## src/rtl/kpp_pkg.sv

```systemverilog
package kpp_pkg;

   typedef enum logic [1:0] {
      NV_START = 2'd0,
      NV_READ  = 2'd1,
      NV_IDLE  = 2'd2,
      NV_WRITE = 2'd3
   } nv_state_t;

   typedef enum logic [1:0] {
      SCAN_EMPTY  = 2'd0,
      SCAN_SINGLE = 2'd1,
      SCAN_MULTI  = 2'd2
   } scan_kind_t;

   // bits needed to index n items, never below one
   function automatic int unsigned width_for(input int unsigned n);
      return (n <= 2) ? 1 : $clog2(n);
   endfunction

endpackage

```

## src/rtl/kpp_sync.sv

```systemverilog
module kpp_sync #(
   parameter int unsigned WIDTH  = 4,
   parameter int unsigned STAGES = 2
) (
   input  logic             clk,
   input  logic             rst_n,
   input  logic [WIDTH-1:0] d,
   output logic [WIDTH-1:0] q
);

   generate
      if (STAGES == 0) begin : g_bypass
         assign q = d;
      end else begin : g_chain
         logic [WIDTH-1:0] pipe [STAGES];

         always_ff @(posedge clk or negedge rst_n) begin
            if (!rst_n) begin
               for (int i = 0; i < STAGES; i++) pipe[i] <= '0;
            end else begin
               pipe[0] <= d;
               for (int i = 1; i < STAGES; i++) pipe[i] <= pipe[i-1];
            end
         end

         assign q = pipe[STAGES-1];
      end
   endgenerate

endmodule

```

## src/rtl/kpp_scanner.sv

```systemverilog
module kpp_scanner
   import kpp_pkg::*;
#(
   parameter int unsigned ROWS  = 4,
   parameter int unsigned COLS  = 4,
   parameter int unsigned DWELL = 4,
   localparam int unsigned ROW_W = width_for(ROWS),
   localparam int unsigned DW_W  = width_for(DWELL),
   localparam int unsigned KEY_W = width_for(ROWS * COLS),
   localparam int unsigned CI_W  = width_for(COLS),
   localparam int unsigned CN_W  = width_for(COLS + 1)
) (
   input  logic             clk,
   input  logic             rst_n,
   input  logic             enable,
   input  logic [COLS-1:0]  col_s,
   output logic [ROWS-1:0]  row_drive,
   output logic             scan_done,
   output scan_kind_t       scan_kind,
   output logic [KEY_W-1:0] scan_key
);

   logic [ROW_W-1:0] row_idx;
   logic [DW_W-1:0]  dwell_cnt;
   logic             sample;
   logic             last_row;

   assign sample   = enable && (dwell_cnt == DW_W'(DWELL - 1));
   assign last_row = (row_idx == ROW_W'(ROWS - 1));

   // row / dwell timing, free running while enabled
   always_ff @(posedge clk or negedge rst_n) begin
      if (!rst_n) begin
         row_idx   <= '0;
         dwell_cnt <= '0;
      end else if (!enable) begin
         row_idx   <= '0;
         dwell_cnt <= '0;
      end else if (sample) begin
         dwell_cnt <= '0;
         row_idx   <= last_row ? '0 : row_idx + 1'b1;
      end else begin
         dwell_cnt <= dwell_cnt + 1'b1;
      end
   end

   generate
      for (genvar r = 0; r < ROWS; r++) begin : g_row
         assign row_drive[r] = enable && (row_idx == ROW_W'(r));
      end
   endgenerate

   // column analysis for the row being sampled
   logic [CN_W-1:0]  hit_cnt;
   logic [CI_W-1:0]  hit_col;
   logic [KEY_W-1:0] row_key;

   always_comb begin
      hit_cnt = '0;
      hit_col = '0;
      for (int c = COLS - 1; c >= 0; c--) begin
         if (col_s[c]) begin
            hit_cnt = hit_cnt + 1'b1;
            hit_col = CI_W'(c);
         end
      end
   end

   assign row_key = KEY_W'(row_idx) * KEY_W'(COLS) + KEY_W'(hit_col);

   // whole-scan accumulation
   logic             seen_one, seen_many;
   logic [KEY_W-1:0] acc_key;
   logic             nxt_one, nxt_many;
   logic [KEY_W-1:0] nxt_key;

   always_comb begin
      nxt_one  = seen_one;
      nxt_many = seen_many;
      nxt_key  = acc_key;
      if ((hit_cnt > CN_W'(1)) || ((hit_cnt == CN_W'(1)) && seen_one)) begin
         nxt_many = 1'b1;
      end else if (hit_cnt == CN_W'(1)) begin
         nxt_one = 1'b1;
         nxt_key = row_key;
      end
   end

   always_ff @(posedge clk or negedge rst_n) begin
      if (!rst_n) begin
         seen_one  <= 1'b0;
         seen_many <= 1'b0;
         acc_key   <= '0;
      end else if (!enable) begin
         seen_one  <= 1'b0;
         seen_many <= 1'b0;
         acc_key   <= '0;
      end else if (sample) begin
         if (last_row) begin
            seen_one  <= 1'b0;
            seen_many <= 1'b0;
            acc_key   <= '0;
         end else begin
            seen_one  <= nxt_one;
            seen_many <= nxt_many;
            acc_key   <= nxt_key;
         end
      end
   end

   always_ff @(posedge clk or negedge rst_n) begin
      if (!rst_n) begin
         scan_done <= 1'b0;
         scan_kind <= SCAN_EMPTY;
         scan_key  <= '0;
      end else begin
         scan_done <= sample && last_row;
         if (sample && last_row) begin
            scan_key  <= nxt_key;
            scan_kind <= nxt_many ? SCAN_MULTI :
                         nxt_one  ? SCAN_SINGLE : SCAN_EMPTY;
         end
      end
   end

endmodule

```

## src/rtl/kpp_qualifier.sv

```systemverilog
module kpp_qualifier
   import kpp_pkg::*;
#(
   parameter int unsigned KEY_W   = 4,
   parameter int unsigned CONFIRM = 3,
   localparam int unsigned CNT_W  = width_for(CONFIRM + 1)
) (
   input  logic             clk,
   input  logic             rst_n,
   input  logic             scan_done,
   input  scan_kind_t       scan_kind,
   input  logic [KEY_W-1:0] scan_key,
   input  logic             blocked,
   output logic             accept,
   output logic [KEY_W-1:0] accept_key
);

   logic [CNT_W-1:0] run_cnt;
   logic [CNT_W-1:0] next_cnt;
   logic [KEY_W-1:0] last_key;
   logic             armed;

   assign next_cnt = ((run_cnt != '0) && (scan_key == last_key)) ?
                     run_cnt + 1'b1 : CNT_W'(1);

   always_ff @(posedge clk or negedge rst_n) begin
      if (!rst_n) begin
         run_cnt    <= '0;
         last_key   <= '0;
         armed      <= 1'b1;
         accept     <= 1'b0;
         accept_key <= '0;
      end else begin
         accept <= 1'b0;
         if (scan_done) begin
            unique case (scan_kind)
               SCAN_EMPTY: begin
                  run_cnt <= '0;
                  armed   <= 1'b1;
               end
               SCAN_SINGLE: begin
                  if (blocked || !armed) begin
                     run_cnt <= '0;
                  end else if (next_cnt == CNT_W'(CONFIRM)) begin
                     accept     <= 1'b1;
                     accept_key <= scan_key;
                     armed      <= 1'b0;
                     run_cnt    <= '0;
                  end else begin
                     run_cnt  <= next_cnt;
                     last_key <= scan_key;
                  end
               end
               default: begin
                  run_cnt <= '0;
               end
            endcase
         end
      end
   end

endmodule

```

## src/rtl/kpp_nv_ctrl.sv

```systemverilog
module kpp_nv_ctrl
   import kpp_pkg::*;
#(
   parameter int unsigned PAGE_W = 4
) (
   input  logic              clk,
   input  logic              rst_n,
   input  logic              accept,
   input  logic [PAGE_W-1:0] accept_page,
   input  logic              nv_ack,
   input  logic [PAGE_W-1:0] nv_rdata,
   output logic              nv_req,
   output logic              nv_we,
   output logic [PAGE_W-1:0] nv_wdata,
   output logic [PAGE_W-1:0] page_sel,
   output logic              scan_en,
   output logic              busy
);

   nv_state_t         state;
   logic [PAGE_W-1:0] stored;
   logic [PAGE_W-1:0] page_q;
   logic [PAGE_W-1:0] wdata_q;

   always_ff @(posedge clk or negedge rst_n) begin
      if (!rst_n) begin
         state   <= NV_START;
         stored  <= '0;
         page_q  <= '0;
         wdata_q <= '0;
      end else begin
         case (state)
            NV_START: state <= NV_READ;
            NV_READ: begin
               if (nv_ack) begin
                  page_q <= nv_rdata;
                  stored <= nv_rdata;
                  state  <= NV_IDLE;
               end
            end
            NV_IDLE: begin
               if (accept) begin
                  page_q <= accept_page;
                  if (accept_page != stored) begin
                     wdata_q <= accept_page;
                     state   <= NV_WRITE;
                  end
               end
            end
            NV_WRITE: begin
               if (nv_ack) begin
                  stored <= wdata_q;
                  state  <= NV_IDLE;
               end
            end
            default: state <= NV_START;
         endcase
      end
   end

   assign nv_req   = (state == NV_READ) || (state == NV_WRITE);
   assign nv_we    = (state == NV_WRITE);
   assign nv_wdata = wdata_q;
   assign page_sel = page_q;
   assign scan_en  = (state == NV_IDLE) || (state == NV_WRITE);
   assign busy     = (state == NV_WRITE);

endmodule

```

## src/rtl/kpad_page_keeper.sv

```systemverilog
module kpad_page_keeper
   import kpp_pkg::*;
#(
   parameter int unsigned ROWS        = 4,
   parameter int unsigned COLS        = 4,
   parameter int unsigned PAGE_W      = 4,
   parameter int unsigned DWELL       = 4,
   parameter int unsigned SYNC_STAGES = 2,
   parameter int unsigned CONFIRM     = 3
) (
   input  logic              clk,
   input  logic              rst_n,
   output logic [ROWS-1:0]   row_drive,
   input  logic [COLS-1:0]   col_sense,
   output logic [PAGE_W-1:0] page_sel,
   output logic              nv_req,
   output logic              nv_we,
   output logic [PAGE_W-1:0] nv_wdata,
   input  logic              nv_ack,
   input  logic [PAGE_W-1:0] nv_rdata
);

   localparam int unsigned KEY_W = width_for(ROWS * COLS);

   generate
      if (ROWS < 2 || COLS < 2) begin : g_bad_matrix
         $error("keypad needs at least two rows and two columns");
      end
      if (DWELL <= SYNC_STAGES) begin : g_bad_dwell
         $error("row dwell must exceed the column synchroniser depth");
      end
      if (ROWS * COLS > (1 << PAGE_W)) begin : g_bad_page
         $error("page width too narrow for every key code");
      end
      if (CONFIRM < 1) begin : g_bad_confirm
         $error("confirmation count must be at least one");
      end
   endgenerate

   logic [COLS-1:0]  col_s;
   logic             scan_en;
   logic             busy;
   logic             scan_done;
   scan_kind_t       scan_kind;
   logic [KEY_W-1:0] scan_key;
   logic             accept;
   logic [KEY_W-1:0] accept_key;

   kpp_sync #(.WIDTH(COLS), .STAGES(SYNC_STAGES)) u_sync (
      .clk   (clk),
      .rst_n (rst_n),
      .d     (col_sense),
      .q     (col_s)
   );

   kpp_scanner #(.ROWS(ROWS), .COLS(COLS), .DWELL(DWELL)) u_scan (
      .clk       (clk),
      .rst_n     (rst_n),
      .enable    (scan_en),
      .col_s     (col_s),
      .row_drive (row_drive),
      .scan_done (scan_done),
      .scan_kind (scan_kind),
      .scan_key  (scan_key)
   );

   kpp_qualifier #(.KEY_W(KEY_W), .CONFIRM(CONFIRM)) u_qual (
      .clk        (clk),
      .rst_n      (rst_n),
      .scan_done  (scan_done),
      .scan_kind  (scan_kind),
      .scan_key   (scan_key),
      .blocked    (busy),
      .accept     (accept),
      .accept_key (accept_key)
   );

   kpp_nv_ctrl #(.PAGE_W(PAGE_W)) u_nv (
      .clk         (clk),
      .rst_n       (rst_n),
      .accept      (accept),
      .accept_page (PAGE_W'(accept_key)),
      .nv_ack      (nv_ack),
      .nv_rdata    (nv_rdata),
      .nv_req      (nv_req),
      .nv_we       (nv_we),
      .nv_wdata    (nv_wdata),
      .page_sel    (page_sel),
      .scan_en     (scan_en),
      .busy        (busy)
   );

endmodule

```

## config.mk

```make
export PLATFORM = sky130hd
export DESIGN_NAME = kpad_page_keeper
export DESIGN_NICKNAME = d
export VERILOG_FILES = /design/src/rtl/kpp_pkg.sv /design/src/rtl/kpp_sync.sv /design/src/rtl/kpp_scanner.sv /design/src/rtl/kpp_qualifier.sv /design/src/rtl/kpp_nv_ctrl.sv /design/src/rtl/kpad_page_keeper.sv
export SDC_FILE = /design/constraint.sdc
export NUM_CORES = 1
export LEC_CHECK = 0
export ABC_AREA = 0
export BUFFER_PORTS_ARGS = -buffer_cell sky130_fd_sc_hd__buf_2
export CORE_MARGIN = 5
export CORE_UTILIZATION = 51
export CTS_BUF_LIST = sky130_fd_sc_hd__clkbuf_8
export CTS_CLUSTER_SIZE = 10
export DETAILED_ROUTE_END_ITERATION = 8
export HOLD_SLACK_MARGIN = 0.12
export PLACE_DENSITY_LB_ADDON = 0.3
export SYNTH_ARGS = -nofsm -noshare
export SYNTH_HDL_FRONTEND = slang
export SYNTH_HIERARCHICAL = 1
export SYNTH_SLANG_ARGS = --single-unit
```

## constraint.sdc

```tcl
create_clock -name clk -period 3.1 [get_ports clk]
set_clock_uncertainty 0.2 [all_clocks]
set_input_delay 0.62 -clock clk [delete_from_list [all_inputs] [get_ports clk]]
set_output_delay 0.62 -clock clk [all_outputs]
set_load 0.03 [all_outputs]
```

## After elaboration in Yosys (flattened, before gate mapping)

Index checks and enable logic that the tools add are counted.

- Add/subtract/negate cells: 7
- Order comparisons: 1
- Equal/unequal tests: 20
- Muxes and demuxes: 49
- Bitwise operators: 2
- Reduce and logical (&&, ||, !) cells: 28

Operators with widths:

| kind | number |
|---|---|
| $mux 2 | 17 |
| $mux 4 | 8 |
| $mux 1 | 17 |
| $pmux 4 s2 | 2 |
| $eq 2x2->1 const B | 6 |
| $reduce_and 3->1 | 4 |
| $reduce_and 4->1 | 3 |
| $ne 2x2->1 const B | 5 |
| $mux 3 | 3 |
| $logic_and 1x1->1 | 8 |
| $reduce_bool 2->1 | 4 |
| $add 2x1->2 const B | 3 |
| $add 3x1->3 const B | 2 |
| $eq 2x1->1 const B | 3 |
| $logic_not 2->1 | 3 |
| $ne 2x1->1 const B | 3 |
| $pmux 2 s3 | 1 |
| $add 4x2->4 | 1 |
| $eq 4x4->1 | 1 |
| $logic_or 1x1->1 | 4 |
| $ne 4x4->1 | 1 |
| $eq 3x1->1 const B | 1 |
| $gt 3x1->1 const B | 1 |
| $add 1x1->2 const B | 1 |
| other kinds (4) | 5 |

- Flip-flop bits (word level): 51
- Input port bits: 11

## Longest topological paths before layout

Gate-level depths: netlist (run 1).

- Depth after elaboration: 14
- Mapped depth: 10

## By module

The synthesis (run 1) kept the hierarchy.

Modules (own cells, without submodules):

| module | instances | cells an instance | area each (um2) | sequential area each (um2) |
|---|---|---|---|---|
| kpp_scanner | 1 | 117 | 1,134.8 | 425.4 |
| kpp_nv_ctrl | 1 | 56 | 700.7 | 350.3 |
| kpp_qualifier | 1 | 45 | 594.3 | 301.5 |
| kpp_sync | 1 | 12 | 230.2 | 200.2 |

## Worst setup path after synthesis (run 1)

Ideal clock, no wire load.

- Path kind: register to register
- Start point: register u_sync.g_chain.pipe, in the netlist u_sync/q[2]
- End point: register u_scan.acc_key[1]
- Arrival: 2.052 ns
- Required time: 2.774 ns
- Path slack: 0.722 ns
- Cell stages (with the launch flop): 10
- Path buffers: 1
- Clock period less this slack: 2.378 ns
- Cells stage by stage: dfrtp_1 > buf_4 > ha_1 > nor2_1 > nor2_1 > ha_1 > nand2_1 > o31a_1 > nand3_4 > a311o_1

- Longest elaborated chain between the ends: 12
- Elaborated cells on any way between the ends: 18
- Classes of those cells: 3 x add/sub; 1 x order compare; 1 x eq/ne; 11 x mux; 2 x reduce/logical

Ends and longest elaborated chain:

| what | RTL line | RTL |
|---|---|---|
| start, declared | kpp_sync.sv:15 | `logic [WIDTH-1:0] pipe [STAGES];` |
| parallel branches: the longest is 8 deep, another holds $add 3x1->3 | -- |  |
| $mux 4 * | kpp_scanner.sv:81 | `if ((hit_cnt > CN_W'(1)) \|\| ((hit_cnt == CN_W'(1)) && seen_one)) begin` |
| $mux 4 * | kpp_scanner.sv:99 | `if (last_row) begin` |
| $mux 4 * | kpp_scanner.sv:98 | `end else if (sample) begin` |
| $mux 4 * | kpp_scanner.sv:94 | `end else if (!enable) begin` |
| end signal, assigned | kpp_scanner.sv:106 | `acc_key <= nxt_key;` |
| end, declared | kpp_scanner.sv:73 | `logic [KEY_W-1:0] acc_key;` |

Every way passes the cells marked *. The select of a mux whose other input is x is not followed.
A chain may end at the register's enable or synchronous reset.

## Final worst setup path (run 1)

- Start point: register u_sync.g_chain.pipe, in the netlist u_sync/q[3]
- End point: register u_scan.acc_key[3]

- Longest elaborated chain between the ends: 14
- Elaborated cells on any way between the ends: 21
- Classes of those cells: 4 x add/sub; 1 x order compare; 1 x eq/ne; 13 x mux; 2 x reduce/logical

Ends and longest elaborated chain:

| what | RTL line |
|---|---|
| parallel branches: the longest is 10 deep, another holds $add 3x1->3 | -- |
| $mux 4 * | kpp_scanner.sv:81 |
| $mux 4 * | kpp_scanner.sv:99 |
| $mux 4 * | kpp_scanner.sv:98 |
| $mux 4 * | kpp_scanner.sv:94 |

Marks and branches as above.

==> flow_summary.json, run 1 <==
{
  "synth.net_count": 251,
  "preCtsSetupSlack_ns": 0.5969,
  "leakagePower_nw": 1.422,
  "drt_wl_total_mm": 4.831,
  "synthArstFlopShare_pct": 100.0,
  "synth_edf_count": 0,
  "dp.final_hpwl_mm": 3.550,
  "synth_cell_types": 56,
  "synth_top_family_by_area": "simple AND/OR/NAND/NOR gates",
  "max_stage_delay_ns": 0.42,
  "critPathMaxFanout": 10,
  "drtPass1Iterations": 4,
  "clk_pin_slew_ns": 0.08,
  "htree_levels": 2,
  "drcViolationCount": 0,
  "drtIter0Drc": 98,
  "power.density_nw_per_um2": 722.6,
  "period_share_pct": 82.36,
  "clock_path_buffers": 2,
  "avgSynthCellArea_um2": 11.57,
  "antenna_left": 0,
  "nFillCells": 451,
  "whs_ns": 0.1522,
  "cp_slowest_cell": "xor2_2",
  "overflow": 0,
  "worstSetupStartpointType": "flip-flop",
  "arrival_ns": 2.54,
  "cts_buffers": 5,
  "irDropWorstVdd_v": 0.0004672,
  "syn_area_um2": 2660,
  "ios": 25,
  "die_x_um": 82.22,
  "critPathKind": "reg2reg",
  "rows": 26,
  "mostFrequentLayoutCells": "dfrtp_1, buf_2, nand2_1",
  "clock_latency_ns": 0.30,
  "synth-simple-area-share_pct": 15.52,
  "outcome": "complete, no violations",
  "hold_viol_final": 0,
  "timing.fmax_mhz": 391.7,
  "drive_gt1_share_pct": 24.30,
  "fin_nets": 271,
  "synth_seq_cells": 51,
  "post-cts-setup-buffer-count": 0,
  "setup_tns_ns": 0,
  "vias_per_cell": 5.445,
  "worstMarginPinSlew_ns": 0.5177,
  "muxShareOfSynthArea_pct": 11.43,
  "cts_tree": "done",
  "core-area_um2": 5075,
  "drv_cap": 0,
  "max_slew_margin_pct": 65.49,
  "initial_core_util_pct": 52.42,
  "cts_resized": 0,
  "final_common_cell": "dfrtp_1",
  "rsz0062_at_grt": "no",
  "grtUsageTotal_pct": 16.78,
  "synthAdderAreaFrac_pct": 4.704,
  "end_kind": "flip-flop",
  "ys_warn_count": 6,
  "synthFlopType": "dfrtp_1",
  "fin_crit_ns": 2.553,
  "num_antenna_cells": 0,
  "hold_path.class": "reg2reg",
  "die-area_um2": 6760,
  "seq_area_frac_synth_pct": 48.02,
  "gp_congestion": 0.8253,
  "grt_pass1_wl_mm": 8.535,
  "grt_pass1_vias": 1788,
  "syn_inst": 230,
  "seq_area_um2": 1277,
  "slew_viol_final": 0,
  "setup_violations": 0,
  "synth_compound_area_share_pct": 10.72,
  "antenna_found_initial": 0,
  "cp_cell_sequence": "ha_1 -> nor2_1 -> nor2_1 -> ha_1 -> nand2_1 -> xor2_2 -> nor4_1 -> a311o_1",
  "hold_buffers": 1,
  "cts_sinks": 51,
  "io_buffers": 24,
  "finalWorstSetupSlack_ns": 0.5467,
  "cp_data_required_time_ns": 3.08,
  "vias": 1748,
  "final_core_util_pct": 57.42,
  "synthXorXnorAreaFrac_pct": 5.127,
  "grt_max_degree": 31,
  "multiInputGateArea_um2": 1264,
  "die-height_um": 82.22,
  "syn_to_final_growth_pct": 9.548,
  "wire_per_inst_um": 15.05,
  "cts-root-buf": "clkbuf_8"
}
## through the flow
stage / instances / power, mW / area (um^2)
final: 321 / 2.106 / 2914
after global routing: 321 / 2.270 / 2914
after CTS: 321 / 2.128 / 2914
after detailed placement: 312 / 1.680 / 2798
after global placement: 312 / 1.658 / 2798
after floorplan: 230 / 1.507 / 2660
## cell usage after synthesis (3+ instances only)
| cell | count | area (um^2) |
|---|---|---|
| ha_1 | 10 | 125.1 |
| mux2_4 | 8 | 120.1 |
| nor2_1 | 16 | 60.06 |
| buf_4 | 6 | 45.04 |
| a31oi_1 | 4 | 25.02 |
| dfrtp_1 | 50 | 1251 |
| xor2_1 | 8 | 70.07 |
| mux2i_1 | 6 | 60.06 |
| nor4_1 | 3 | 18.77 |
| a311o_1 | 3 | 30.03 |
| and2_1 | 6 | 37.54 |
| nor2b_1 | 3 | 18.77 |
| nand2_1 | 17 | 63.81 |
| clkbuf_1 | 5 | 18.77 |
| o21ai_0 | 4 | 20.02 |
| inv_1 | 8 | 30.03 |
| mux2_2 | 10 | 112.6 |
| nand3_1 | 7 | 35.03 |
| nand2b_1 | 4 | 25.02 |
| o31ai_1 | 6 | 45.04 |
| nand4_1 | 4 | 25.02 |
## final timing paths
path                                   startpoint           endpoint  slack (ns)  cells after the start
hold / removal             u_sync/g_chain.pipe[5]        u_sync/q[1]        0.15                      0
min in group asynchronous                   rst_n   u_nv/nv_wdata[1]        0.62                      2
hold reg to reg            u_sync/g_chain.pipe[5]        u_sync/q[1]        0.15                      0
setup / recovery                      u_sync/q[3]  u_scan/acc_key[3]        0.55                      8
setup reg to reg                      u_sync/q[3]  u_scan/acc_key[3]        0.55                      8
max in group asynchronous                   rst_n       u_qual/armed        1.28                      3
## kinds of logic (layout without fill, tap and decap cells)
logic type      after synthesis  count (layout)
simple gates                 72              72
flops                        51              51
compound gates               37              37
mux                          25              25
buf+inv                      23              44
xor+xnor                     12              12
fa+ha+maj                    10              10
## power by group
part | internal (mW) | switching (mW)
Combinational | 0.293 | 0.421
Sequential | 0.816 | 0.131
Clock | 0.235 | 0.210
Total | 1.34 | 0.762
## final cells by class
type	count	area share [%]
Clock buffer	5	2.362
Clock inverter	3	1.288
Inverter	9	1.159
Multi-Input combinational cell	156	43.37
Sequential cell	51	43.84
Tap cell	70	3.006
Timing Repair Buffer	27	4.981
## critical path, delay by kind of cell (launching register included)
kind | cells | cell delay [ns]
compound gates | 1 | 0.34
xor+xnor | 1 | 0.42
flops | 1 | 0.41
fa+ha+maj | 2 | 0.39
simple gates | 4 | 0.68
## state kept, by name, summed over array words and instances (netlist names), 2 cells and up
signal and cells:
u_qual/accept_key 4, u_scan/acc_key 4, u_qual/run_cnt 2, u_nv/stored 4, u_scan/scan_kind 2, u_nv/state 2, u_qual/last_key 4, u_sync/g_chain.pipe 4
u_sync/q 4, u_scan/row_idx 2, u_scan/scan_key 4, u_scan/dwell_cnt 2, u_nv/page_sel 4, u_nv/nv_wdata 4
## routing by layer
metal	vias to the layer above	part of all wire, %	track usage, %
met2	29	49	26.68
met1	865	46	22.18
met3	4	3.5	4.013
li1	850	-	-
met5	-	0	0
met4	0	1.4	6.312
Power figures use the tool's default switching activity.
==> inputs of run 2 (changes only) <==
==> constraint.sdc (replaced) <==
create_clock -name clk -period 2.25 [get_ports clk]
set_clock_uncertainty 0.2 [all_clocks]
set_input_delay 0.45 -clock clk [delete_from_list [all_inputs] [get_ports clk]]
set_output_delay 0.45 -clock clk [all_outputs]
set_load 0.03 [all_outputs]
==> run 2 against run 1 <==
  * The flow now finishes with violations (setup timing)
  * Clock power is 51% higher
  * Count of clock-buffer cells in the layout up 1
  * Combinational power is 62% higher
  * Final cell count up 5.9%
  * Largest power group unchanged
==> flow_summary.json, run 2 (synthesis gave the netlist of run 1 again) <==
{
  "rsz0062_at_grt": "yes",
  "r2r_setup_slack_ns": -0.04,
  "violations": "setup timing",
  "setup_violations": 5,
  "path_buf_inv": 1,
  "grtUsageTotal_pct": 17.28,
  "ios": 25,
  "cts-root-buf": "clkbuf_8",
  "max_slew_margin_pct": 65.85,
  "num_antenna_cells": 0,
  "rows": 26,
  "hold_path_depth": 0,
  "cts_sinks": 51,
  "die_x_um": 82.22,
  "multiInputGateArea_um2": 1400,
  "drcViolationCount": 0,
  "die-area_um2": 6760,
  "cp_data_required_time_ns": 2.24,
  "clk_pin_slew_ns": 0.09,
  "vias_per_cell": 5.456,
  "ff2ff_path_depth": 9,
  "grt_max_degree": 32,
  "final_common_cell": "dfrtp_1",
  "initial_core_util_pct": 52.42,
  "timing.rr.start": "u_sync/q[3]",
  "drv_cap": 0,
  "critPathKind": "reg2reg",
  "arrival_ns": 2.27,
  "setup_tns_ns": -0.1468,
  "slew_viol_final": 0,
  "seq_area_um2": 1277,
  "mostFrequentLayoutCells": "dfrtp_1, buf_2, nand2_1",
  "vias": 1855,
  "grt_pass1_wl_mm": 8.949,
  "htree_levels": 2,
  "dp.final_hpwl_mm": 3.623,
  "fin_crit_ns": 2.286,
  "outcome": "finished, violations left",
  "preCtsSetupSlack_ns": -0.02696,
  "drtIter0Drc": 68,
  "nFillCells": 419,
  "cp_slowest_cell": "dfrtp_1",
  "power.density_nw_per_um2": 972.7,
  "worstMarginPinSlew_ns": 0.5122,
  "cp_cell_sequence": "inv_2 -> ha_4 -> and2_4 -> nor2_2 -> ha_2 -> nand2_4 -> xor2_4 -> nor4_2 -> a311o_1",
  "wire_per_inst_um": 15.89,
  "clock_path_buffers": 2,
  "max_stage_delay_ns": 0.41,
  "hold_path.class": "reg2reg",
  "finalWorstSetupSlack_ns": -0.03565,
  "irDropWorstVdd_v": 0.0007502,
  "die-height_um": 82.22,
  "drt_wl_total_mm": 5.404,
  "hold_viol_final": 0,
  "gp_congestion": 0.8318,
  "antenna_left": 0,
  "syn_to_final_growth_pct": 21.68,
  "io_buffers": 24,
  "end_kind": "flip-flop",
  "antenna_found_initial": 0,
  "drtPass1Iterations": 4,
  "period_share_pct": 101.6,
  "fin_nets": 290,
  "worstSetupStartpointType": "flip-flop",
  "crit_start": "u_sync/q[3]",
  "timing.fmax_mhz": 437.5,
  "min_from": "u_sync/g_chain.pipe[4]",
  "leakagePower_nw": 1.539,
  "drive_gt1_share_pct": 36.67,
  "cts_buffers": 5,
  "core-area_um2": 5075,
  "critPathMaxFanout": 7,
  "cts_tree": "done",
  "hold_end": "u_sync/q[0]",
  "grt_pass1_vias": 1889,
  "clock_latency_ns": 0.30,
  "r2r-end": "u_scan/acc_key[3]",
  "crit_family": "simple AND/OR/NAND/NOR gates",
  "overflow": 0,
  "whs_ns": 0.1576
}
[run 2: cell types whose count changed in the layout (fill, tap and decap cells not counted), sizes merged]
cell / before / now
dlygate4sd3: 1 / 5
inv: 10 / 9
o31ai: 7 / 8
buf: 26 / 40
clkbuf: 5 / 6
[run 2: routing by layer]
metal,wire [um],global-route usage (%),up-vias,share of wire [%]
li1,-,-,899,-
met1,2353,21.49,905,44
met2,2761,30.21,44,51
met3,245,3.579,7,4.5
met4,44,4.983,0,0.81
met5,0,0,-,0
[run 2: report_power, final]
group	leakage, nW	internal, mW	switching, mW
Sequential	0.636	1.12	0.195
Combinational	0.841	0.498	0.660
Clock	0.0618	0.366	0.306
Total	1.54	1.99	1.16
[run 2: per-stage QoR]
| stage | power (mW) | util, % | instance area (um^2) | cells |
|---|---|---|---|---|
| 6_report | 3.148 | 63.78 | 3237 | 340 |
| 5_1_grt | 3.367 | 63.78 | 3237 | 340 |
| 3_5_place_dp | 2.365 | 57.15 | 2900 | 320 |
| 2_1_floorplan | 2.083 | - | 2690 | 230 |
| 4_1_cts | 3.048 | 60.92 | 3092 | 333 |
| 3_3_place_gp | 2.340 | 57.15 | 2900 | 320 |
[run 2: how the worst max path moves through the flow]
stage,end,slack (ns),cells past startpoint
after floorplan,u_scan/acc_key[1],0.001,9
final,u_scan/acc_key[3],-0.04,9
after global placement,u_scan/acc_key[1],0.02,8
after global routing,u_scan/acc_key[2],-0.12,9
after detailed placement,u_scan/acc_key[1],-0.03,8
after CTS,u_scan/acc_key[2],0.0006,9
[run 2: final cells by class]
cell class / count / share of cell area, %
Multi-Input combinational cell: 157 / 43.25
Clock inverter: 2 / 1.198
Inverter: 9 / 1.121
Tap cell: 70 / 2.706
Sequential cell: 51 / 39.47
Clock buffer: 6 / 2.551
Timing Repair Buffer: 45 / 9.702
[run 2: what timing repair did]
item                                    4_1_cts  5_1_grt
cloned                                        0        1
hold buffers                                  5        0
buffers inserted                              0        6
pin swaps                                     0       13
resized for setup                             3       18
endpoints found under the setup margin        7       12
hold endpoints to repair                     23        0
==> inputs of run 3 (changes only) <==
--- a/config.mk
+++ b/config.mk
@@ -8,12 +8,13 @@
 export ABC_AREA = 0
 export BUFFER_PORTS_ARGS = -buffer_cell sky130_fd_sc_hd__buf_2
 export CORE_MARGIN = 5
-export CORE_UTILIZATION = 51
+export CORE_UTILIZATION = 50
 export CTS_BUF_LIST = sky130_fd_sc_hd__clkbuf_8
 export CTS_CLUSTER_SIZE = 10
 export DETAILED_ROUTE_END_ITERATION = 8
 export HOLD_SLACK_MARGIN = 0.12
 export PLACE_DENSITY_LB_ADDON = 0.3
+export SLEW_MARGIN = 25
 export SYNTH_ARGS = -nofsm -noshare
 export SYNTH_HDL_FRONTEND = slang
 export SYNTH_HIERARCHICAL = 1
==> run 3 against run 2 <==
  * The run still ends with setup timing left
  * First-iteration DRC count rose by 10%
  * Clock power down 4.8%
  * Final area fell by 3.7%
  * Maximum frequency up 1.2%
  * Via count down 2.0%
  * Global-route usage down 1.9 points
  * Critical path type unchanged
==> flow_summary.json, run 3 (synthesis gave the netlist of run 1 again) <==
{
  "drcViolationCount": 0,
  "ios": 25,
  "period_share_pct": 100.4,
  "initial_core_util_pct": 51.75,
  "clock_path_buffers": 2,
  "grt_pass1_vias": 1845,
  "violations": "setup timing",
  "gp_congestion": 0.8164,
  "slew_viol_final": 0,
  "dp.final_hpwl_mm": 3.571,
  "max_stage_delay_ns": 0.41,
  "timing.fmax_mhz": 442.6,
  "final_common_cell": "dfrtp_1",
  "path_buf_inv": 1,
  "antenna_found_initial": 0,
  "htree_levels": 2,
  "placement.cell_area_um2": 2880,
  "worstMarginPinSlew_ns": 0.5524,
  "nFillCells": 449,
  "die-height_um": 82.94,
  "power_mw": 3.046,
  "die-area_um2": 6879,
  "clock_latency_ns": 0.30,
  "cts-root-buf": "clkbuf_8",
  "setup_violations": 3,
  "r2r_setup_slack_ns": -0.01,
  "leakagePower_nw": 1.497,
  "critPathMaxFanout": 4,
  "hold_path.class": "reg2reg",
  "syn_to_final_growth_pct": 17.17,
  "num_antenna_cells": 0,
  "vias": 1818,
  "cp_data_required_time_ns": 2.25,
  "io_buffers": 24,
  "irDropWorstVdd_v": 0.0006416,
  "grt_max_degree": 21,
  "drtIter0Drc": 75,
  "rows": 26,
  "vias_per_cell": 5.443,
  "drtPass1Iterations": 4,
  "whs_ns": 0.1604,
  "fin_crit_ns": 2.260,
  "wire_per_inst_um": 15.15,
  "antenna_left": 0,
  "core-area_um2": 5140,
  "drive_gt1_share_pct": 32.58,
  "rsz0062_at_grt": "yes",
  "grt_pass1_wl_mm": 8.721,
  "cts_buffers": 5,
  "outcome": "finished, violations left",
  "finalWorstSetupSlack_ns": -0.009620,
  "max_slew_margin_pct": 63.17,
  "grtUsageTotal_pct": 15.39,
  "critPathKind": "reg2reg",
  "worstSetupStartpointType": "flip-flop",
  "die_x_um": 82.94,
  "fin_nets": 284,
  "crit_family": "adder cells",
  "drt_wl_total_mm": 5.060,
  "end_kind": "flip-flop",
  "cts_sinks": 51,
  "fin_area_um2": 3117,
  "cts_tree": "done",
  "drv_cap": 0,
  "arrival_ns": 2.26,
  "cp_cell_sequence": "inv_4 -> ha_4 -> xor2_1 -> ha_2 -> nand2_2 -> o31a_1 -> nand3_4 -> a311o_1",
  "hold_viol_final": 0,
  "preCtsSetupSlack_ns": -0.01192,
  "mostFrequentLayoutCells": "dfrtp_1, buf_2, nand2_1",
  "clk_pin_slew_ns": 0.10,
  "power.density_nw_per_um2": 977.2,
  "overflow": 0,
  "cp_slowest_cell": "dfrtp_1"
}
[run 3: cell types whose count changed in the layout (fill, tap and decap cells not counted), sizes merged]
cell    delta
buf        -5
clkinv     +2
clkbuf     -1
o31ai      -1
inv        -1
[run 3: what timing repair did]
item,4_1_cts,5_1_grt
hold buffers,5,0
endpoints found under the setup margin,5,12
endpoints found under the hold margin,22,0
gates resized for setup,2,10
gates cloned,0,0
pin swaps,0,5
buffers inserted,1,1
[run 3: report_power, final]
part	internal, mW	total, mW	switching (mW)
Sequential	1.12	1.33	0.205
Clock	0.332	0.640	0.308
Combinational	0.465	1.08	0.613
Total	1.92	3.05	1.13
[run 3: final timing paths]
| check | startpoint | end | depth (start not counted) |
|---|---|---|---|
| max | u_sync/q[2] | u_scan/acc_key[2] | 8 |
| min | u_sync/g_chain.pipe[4] | u_sync/q[0] | 0 |
| max reg2reg | u_sync/q[2] | u_scan/acc_key[2] | 8 |
| min reg2reg | u_sync/g_chain.pipe[4] | u_sync/q[0] | 0 |
| max in group asynchronous | rst_n | u_qual/armed | 3 |
| min in group asynchronous | rst_n | u_scan/scan_key[0] | 2 |
[run 3: layout make-up]
cell class	instances	area (um^2)	share of cell area, %
clock buffer	5	68.82	2.208
clock inverter	3	43.79	1.405
inverter	9	36.28	1.164
multi-input combinational	156	1346	43.20
sequential	51	1277	40.99
tap	70	87.58	2.810
timing repair buffer	40	256.5	8.230
[run 3: metal layers]
metal / GRT usage, % / vias to the layer above / share of wire, % / wire (um)
met2: 24.56 / 45 / 49 / 2497
met1: 19.99 / 892 / 44 / 2251
met4: 5.498 / 0 / 0.85 / 43
li1: - / 877 / - / -
met5: 0 / - / 0 / 0
met3: 4.356 / 4 / 5.3 / 268
[run 3: stage by stage]
stage          setup TNS, ns  util, %  std cells
5_1_grt              -0.8869    60.64        334
2_1_floorplan              0        -        230
3_3_place_gp               0    56.04        319
6_report            -0.02453    60.64        334
4_1_cts                    0    59.62        333
3_5_place_dp        -0.02223    56.04        319
